### src/rtl/ecr_pkg.sv
`timescale 1ns/1ps
// Shared types and helpers for the edge-count receiver.
package ecr_pkg;

    // Timing phase of the window timer.
    typedef enum logic [1:0] {
        PH_IDLE = 2'd0,
        PH_TURN = 2'd1,
        PH_RUN  = 2'd2
    } phase_t;

    // Larger of two integers, for width derivation.
    function automatic int max2(input int a, input int b);
        return (a > b) ? a : b;
    endfunction

endpackage

### src/rtl/ecr_edge_counter.sv
`timescale 1ns/1ps
// Synchronises the comparator output, detects level changes and counts
// them with saturation. Assumes rx_in is asynchronous to clk; a clear
// has priority over an edge in the same cycle.
module ecr_edge_counter #(
    parameter int CNT_W = 8
) (
    input  logic             clk,
    input  logic             rst_n,
    input  logic             rx_in,
    input  logic             clear,
    output logic             edge_seen,
    output logic [CNT_W-1:0] count
);
    localparam logic [CNT_W-1:0] CNT_MAX = '1;

    logic s_meta, s_sync, s_prev;

    // Two-flop synchroniser plus one history flop for edge detection.
    always_ff @(posedge clk) begin
        if (!rst_n) begin
            s_meta <= 1'b0;
            s_sync <= 1'b0;
            s_prev <= 1'b0;
        end else begin
            s_meta <= rx_in;
            s_sync <= s_meta;
            s_prev <= s_sync;
        end
    end

    assign edge_seen = s_sync ^ s_prev;

    // Saturating edge count, cleared at window boundaries.
    always_ff @(posedge clk) begin
        if (!rst_n)                             count <= '0;
        else if (clear)                         count <= '0;
        else if (edge_seen && count != CNT_MAX) count <= count + 1'b1;
    end
endmodule

### src/rtl/ecr_window_timer.sv
`timescale 1ns/1ps
// Generates the turnaround delay and the fixed bit windows. Assumes
// TURN_TICKS and WIN_TICKS are at least 2. Each window boundary is
// derived from the previous one, so no drift accumulates.
module ecr_window_timer
    import ecr_pkg::*;
#(
    parameter int TURN_TICKS = 495,
    parameter int WIN_TICKS  = 142
) (
    input  logic clk,
    input  logic rst_n,
    input  logic launch,
    input  logic halt,
    output logic in_window,
    output logic win_end
);
    localparam int TW = $clog2(max2(TURN_TICKS, WIN_TICKS) + 1);
    localparam logic [TW-1:0] TURN_LAST = TW'(TURN_TICKS - 1);
    localparam logic [TW-1:0] WIN_LAST  = TW'(WIN_TICKS - 1);

    phase_t        phase_q;
    logic [TW-1:0] tick_q;

    // Phase sequencing: idle, turnaround, then back-to-back windows.
    always_ff @(posedge clk) begin
        if (!rst_n) begin
            phase_q <= PH_IDLE;
            tick_q  <= '0;
        end else begin
            case (phase_q)
                PH_IDLE: if (launch) begin
                    phase_q <= PH_TURN;
                    tick_q  <= '0;
                end
                PH_TURN: if (tick_q == TURN_LAST) begin
                    phase_q <= PH_RUN;
                    tick_q  <= '0;
                end else begin
                    tick_q <= tick_q + 1'b1;
                end
                PH_RUN: if (halt) begin
                    phase_q <= PH_IDLE;
                    tick_q  <= '0;
                end else if (tick_q == WIN_LAST) begin
                    tick_q <= '0;
                end else begin
                    tick_q <= tick_q + 1'b1;
                end
                default: begin
                    phase_q <= PH_IDLE;
                    tick_q  <= '0;
                end
            endcase
        end
    end

    assign in_window = (phase_q == PH_RUN);
    assign win_end   = in_window && (tick_q == WIN_LAST);
endmodule

### src/rtl/edge_count_rx.sv
`timescale 1ns/1ps
// Subcarrier edge-count bit receiver. After a start it waits TURN_TICKS
// cycles, then decides one bit per WIN_TICKS-cycle window by comparing
// the window's edge count with ONE_THRESH. Receive mode packs bit_count
// bits LSB-first; acknowledge mode searches up to ACK_WINDOWS windows
// for the first one. Assumes ONE_THRESH < 2**CNT_W - 1.
module edge_count_rx
    import ecr_pkg::*;
#(
    parameter int TURN_TICKS  = 495,
    parameter int WIN_TICKS   = 142,
    parameter int ONE_THRESH  = 20,
    parameter int CNT_W       = 8,
    parameter int MAX_BITS    = 32,
    parameter int ACK_WINDOWS = 80,
    parameter int LEN_W       = $clog2(MAX_BITS) + 1,
    parameter int POS_W       = $clog2(ACK_WINDOWS)
) (
    input  logic                clk,
    input  logic                rst_n,
    input  logic                start,
    input  logic                ack_mode,
    input  logic [LEN_W-1:0]    bit_count,
    input  logic                rx_in,
    output logic                busy,
    output logic                done,
    output logic [MAX_BITS-1:0] rx_word,
    output logic                bad_len,
    output logic                ack_hit,
    output logic                ack_timeout,
    output logic [POS_W-1:0]    ack_pos
);
    localparam int IDX_W = $clog2(max2(MAX_BITS, ACK_WINDOWS) + 1);
    localparam logic [CNT_W-1:0] THR     = CNT_W'(ONE_THRESH);
    localparam logic [LEN_W-1:0] LEN_MAX = LEN_W'(MAX_BITS);

    logic                in_window, win_end, cnt_clear, edge_seen;
    logic [CNT_W-1:0]    edge_cnt;
    logic                busy_q, mode_q, done_q, bad_q, hit_q, tmo_q;
    logic [LEN_W-1:0]    len_q;
    logic [IDX_W-1:0]    idx_q;
    logic [MAX_BITS-1:0] word_q;
    logic [POS_W-1:0]    pos_q;
    logic                len_ok, accept, launch, bit_one, last_bit, last_win, finish;

    assign cnt_clear = !in_window || win_end;

    ecr_edge_counter #(.CNT_W(CNT_W)) u_edges (
        .clk       (clk),
        .rst_n     (rst_n),
        .rx_in     (rx_in),
        .clear     (cnt_clear),
        .edge_seen (edge_seen),
        .count     (edge_cnt)
    );

    ecr_window_timer #(.TURN_TICKS(TURN_TICKS), .WIN_TICKS(WIN_TICKS)) u_timer (
        .clk       (clk),
        .rst_n     (rst_n),
        .launch    (launch),
        .halt      (finish),
        .in_window (in_window),
        .win_end   (win_end)
    );

    // Start qualification and per-window decision terms.
    always_comb begin
        len_ok   = (bit_count != '0) && (bit_count <= LEN_MAX);
        accept   = start && !busy_q;
        launch   = accept && (ack_mode || len_ok);
        bit_one  = (edge_cnt > THR);
        last_bit = (32'(idx_q) == 32'(len_q) - 32'd1);
        last_win = (32'(idx_q) == ACK_WINDOWS - 1);
        finish   = busy_q && win_end && (mode_q ? (bit_one || last_win) : last_bit);
    end

    // Operation control: accept, collect or search, finish.
    always_ff @(posedge clk) begin
        if (!rst_n) begin
            busy_q <= 1'b0;
            mode_q <= 1'b0;
            len_q  <= '0;
            idx_q  <= '0;
            word_q <= '0;
            done_q <= 1'b0;
            bad_q  <= 1'b0;
            hit_q  <= 1'b0;
            tmo_q  <= 1'b0;
            pos_q  <= '0;
        end else begin
            done_q <= 1'b0;
            if (accept) begin
                mode_q <= ack_mode;
                len_q  <= bit_count;
                idx_q  <= '0;
                word_q <= '0;
                bad_q  <= 1'b0;
                hit_q  <= 1'b0;
                tmo_q  <= 1'b0;
                pos_q  <= '0;
                if (launch) begin
                    busy_q <= 1'b1;
                end else begin
                    done_q <= 1'b1;
                    bad_q  <= 1'b1;
                end
            end else if (busy_q && win_end) begin
                idx_q <= idx_q + 1'b1;
                if (!mode_q) begin
                    word_q <= word_q | (MAX_BITS'(bit_one) << idx_q);
                end else if (bit_one) begin
                    hit_q <= 1'b1;
                    pos_q <= idx_q[POS_W-1:0];
                end else if (last_win) begin
                    tmo_q <= 1'b1;
                end
                if (finish) begin
                    busy_q <= 1'b0;
                    done_q <= 1'b1;
                end
            end
        end
    end

    assign busy        = busy_q;
    assign done        = done_q;
    assign rx_word     = word_q;
    assign bad_len     = bad_q;
    assign ack_hit     = hit_q;
    assign ack_timeout = tmo_q;
    assign ack_pos     = pos_q;
endmodule

### config.mk
export PLATFORM = sky130hd
export DESIGN_NAME = edge_count_rx
export DESIGN_NICKNAME = d
export VERILOG_FILES = /design/src/rtl/ecr_pkg.sv /design/src/rtl/ecr_edge_counter.sv /design/src/rtl/ecr_window_timer.sv /design/src/rtl/edge_count_rx.sv
export SDC_FILE = /design/constraint.sdc
export NUM_CORES = 1
export LEC_CHECK = 0
export BUFFER_PORTS_ARGS = -buffer_cell sky130_fd_sc_hd__clkbuf_2
export CAP_MARGIN = 20
export CORE_UTILIZATION = 54
export CTS_CLUSTER_SIZE = 12
export DETAILED_ROUTE_END_ITERATION = 8
export PLACE_DENSITY = 0.76
export SLEW_MARGIN = 20
export SYNTH_ARGS = -nofsm -noshare
export SYNTH_HDL_FRONTEND = slang
export SYNTH_SLANG_ARGS = --single-unit
### constraint.sdc
create_clock -name clk -period 6.21 [get_ports clk]
set_clock_uncertainty 0.2 [all_clocks]
set_input_delay 0 -clock clk [delete_from_list [all_inputs] [get_ports clk]]
set_output_delay 0 -clock clk [all_outputs]
set_load 0.03 [all_outputs]
==> results.txt <==
post-layout util: 0.675
dpl cells: 530
Post-DRT Antenna Nets: 0
Seq pwr share: 0.510
hpwl dp: 5.10 mm
worst hold margin: 0.206 ns
max-slew violations: 0
Reg2Reg Setup Slack: 3.29 ns
first-pass GRT wire length: 13.6 mm
Initial DRC Count: 160
Mapped Area: 0.00355 mm²
final instance area: 0.00429 mm²
pre-CTS setup slack: 3.34 ns
global route total overflow: 0
Crit-path slowest cell: or4b_4
pin count of the biggest net entering global routing: 49
Power Total: 1.05 mW
TNS Setup: 0 ns
Yosys Warn Count: 0
RR Startpoint: u_timer.tick_q[0]$_SDFFE_PN0P_
nature of the critical path endpoint: flip-flop
Clk Tree Root Cell: clkbuf_8
hold_sp: rx_in
drt pass-1 iters: 4
die area: 0.00690 mm²
Total GRT Usage: 0.241
Synth Register Bits: 80
dominant synthesized flop cell: dfxtp_1
final setup vio count: 0
final hold vios: 0
outcome: finished clean
Crit Path Class: flip-flop to flip-flop
die span in x: 83.1 µm
FFs w/ async S/R, synth: 0
Nets: 510
multi-input logic area: 0.00182 mm²
RSZ-0062 raised after global routing: false
vias in the first global route: 2939
fin crit share: 0.470
Final Critical Period: 2.92 ns
Psw: 272 µW
Post-Syn Nets: 442
Post-synth EDFFs: 0
register area: 0.00160 mm²
via count: 3103
# diodes: 0
Slew headroom: 0.570
CTS Buffer Depth: 2
Netlist cell types: 49
Leak Pwr: 1.69 nW
Routed wire per std cell: 13.8 µm
PortBufs: 54
sequential element share of the synthesized area: 0.451
Final Non-Filler Cells: 570
Clock Latency Late Sink: 0.36 ns
Hold Path End: u_edges.s_meta$_SDFF_PN0_
power density cells: 244 mW/mm²
CTS buffer count: 9
Synth Area per Inst: 8.45 µm²
fillcell total: 541
max cap viols: 0
CTS tree: yes
worst hold-check path type: input pin to flip-flop
Cell Area, Placed: 0.00384 mm²
clock share of power: 0.371
Worst Max-Slew Pin Slew: 0.645 ns
max incr delay on CP: 0.50 ns
post-cts sizing count: 0
Power Internal: 774 µW
hold depth: 3
CTS sink cnt: 80
Gate Count Post-Synth: 420
Gate power share: 0.118
worst setup margin: 3.29 ns
CP Launch Type: flip-flop
RR Endpoint: u_timer.phase_q[0]$_SDFFE_PN0P_
core area: 0.00635 mm²
VDD IR max: 0.174 mV
setup bufs post-CTS: 0
initial antenna violation count: 0
drt total wl: 7.89 mm
CP arrival: 3.00 ns
io pins: 55
row count: 29
Syn-to-layout area delta: 20.9%
H-tree levels: 3
FMAX: 0.343 GHz
sw frac: 0.260
Crit Path Max Fanout: 7
critical-path cell list: ha_1 -> or4b_4 -> or4_4 -> or3_1 -> a311oi_1 -> o31a_2 -> mux2i_1
clock input transition at the sequential cells of the worst setup and hold paths: 0.08 ns
die height: 83.1 µm
layout cells sized above 1: 0.178
Starting Density: 0.559
hold buffer count at cts: 24
vias per std cell: 5.44
Critical Path RT: 6.30 ns
Worst R2R Path Depth: 7
drc violations: 0
final RePlAce weighted congestion: 0.847
cell type report:
cell class                 instances  area share
clock buffer                      10      0.0321
clock inverter                     6      0.0158
inverter                          10     0.00875
multi-input combinational        306       0.423
sequential                        80       0.373
tap                               77      0.0225
timing repair buffer              81       0.124
cells in the mapped netlist, types with 5 or more instances:
library cell,instances,share of area
nor2b_1,6,0.011
nor3_1,7,0.0099
or3_1,6,0.011
o21ai_0,14,0.020
and2_1,8,0.014
ha_1,11,0.039
nand2_1,34,0.036
a21oi_1,24,0.034
a21boi_0,14,0.030
nand4_1,8,0.014
inv_1,10,0.011
xor2_1,10,0.025
mux2i_1,11,0.031
dfxtp_1,80,0.45
a31oi_1,14,0.025
nor2_1,81,0.086
clkbuf_1,18,0.019
and3_1,6,0.011
nand3_1,5,0.0071
xnor2_1,8,0.020
power by group through the flow:
stage | Clock (mW) | Sequential [mW] | Combinational (mW)
finish | 0.389 | 0.534 | 0.124
global route | 0.420 | 0.535 | 0.138
CTS | 0.397 | 0.533 | 0.121
detailed placement | 0 | 0.545 | 0.107
global placement | 0 | 0.545 | 0.104
floorplan | 0 | 0.545 | 0.0820
layout by cell type, fill, tap and decap left out, drive strengths merged, types with 2 or more instances in the layout:
master	Yosys	routed
dlygate4sd3	0	24
a21boi	14	14
nand2	34	34
o31a	2	2
or3	7	7
nand3	5	5
nor2b	6	6
xnor2	8	8
or3b	4	4
dfxtp	80	80
ha	11	11
clkinv	0	2
buf	6	3
a211oi	2	2
nand4	8	8
o31ai	2	2
nor2	83	83
clkbuf	18	64
xor2	10	10
clkinvlp	0	2
and2	8	8
or4	4	4
inv	10	11
nand2b	4	4
o21ai	15	15
mux2i	11	11
a21oi	24	24
nor3	8	8
o21a	2	2
a31oi	14	14
and3	7	7
layer usage:
metal | up-vias | track usage | part of all wire
li1 | 1576 | - | -
met1 | 1452 | 0.301 | 0.46
met2 | 65 | 0.400 | 0.49
met3 | 10 | 0.0537 | 0.033
met4 | 0 | 0.100 | 0.017
met5 | - | 0 | 0
worst max-delay path by stage:
stage	slack [ns]	cells past startpoint	start	end
detailed placement	3.34	7	u_timer.tick_q[0]$_SDFFE_PN0P_	u_timer.phase_q[0]$_SDFFE_PN0P_
CTS	3.30	7	u_timer.tick_q[0]$_SDFFE_PN0P_	u_timer.phase_q[0]$_SDFFE_PN0P_
floorplan	3.49	7	u_timer.tick_q[0]$_SDFFE_PN0P_	u_timer.phase_q[0]$_SDFFE_PN0P_
finish	3.29	7	u_timer.tick_q[0]$_SDFFE_PN0P_	u_timer.phase_q[0]$_SDFFE_PN0P_
global placement	3.42	7	u_timer.tick_q[0]$_SDFFE_PN0P_	u_timer.phase_q[0]$_SDFFE_PN0P_
global route	3.07	6	busy$_SDFFE_PN0P_	u_timer.tick_q[7]$_SDFFE_PN0P_
registers in the layout, indices dropped and copies added, names as in the netlist:
| name | flops |
|---|---|
| ack_hit | 1 |
| ack_pos | 7 |
| ack_timeout | 1 |
| bad_len | 1 |
| busy | 1 |
| done | 1 |
| idx_q | 7 |
| len_q | 6 |
| mode_q | 1 |
| rx_word | 32 |
| u_edges.count | 8 |
| u_edges.s_meta | 1 |
| u_edges.s_prev | 1 |
| u_edges.s_sync | 1 |
| u_timer.phase_q | 2 |
| u_timer.tick_q | 9 |
critical path, delay by kind of cell, from the launching register on:
| family | cells | cell delay [ns] |
|---|---|---|
| and+or+nand+nor | 3 | 1.35 |
| AOI/OAI and AO/OA | 2 | 0.50 |
| DFF | 1 | 0.44 |
| adders and majority gates | 1 | 0.18 |
| muxes | 1 | 0.17 |
kinds of logic after synthesis:
kind of cell | Yosys count | share of synthesized area
adders and majority gates | 11 | 0.0388
muxes | 11 | 0.0310
DFF | 80 | 0.452
buffers and inverters | 34 | 0.0367
xor gates and xnor gates | 18 | 0.0444
and+or+nand+nor | 185 | 0.255
AOI/OAI and AO/OA | 81 | 0.143
Note: power is estimated with default switching activity, not from simulation.
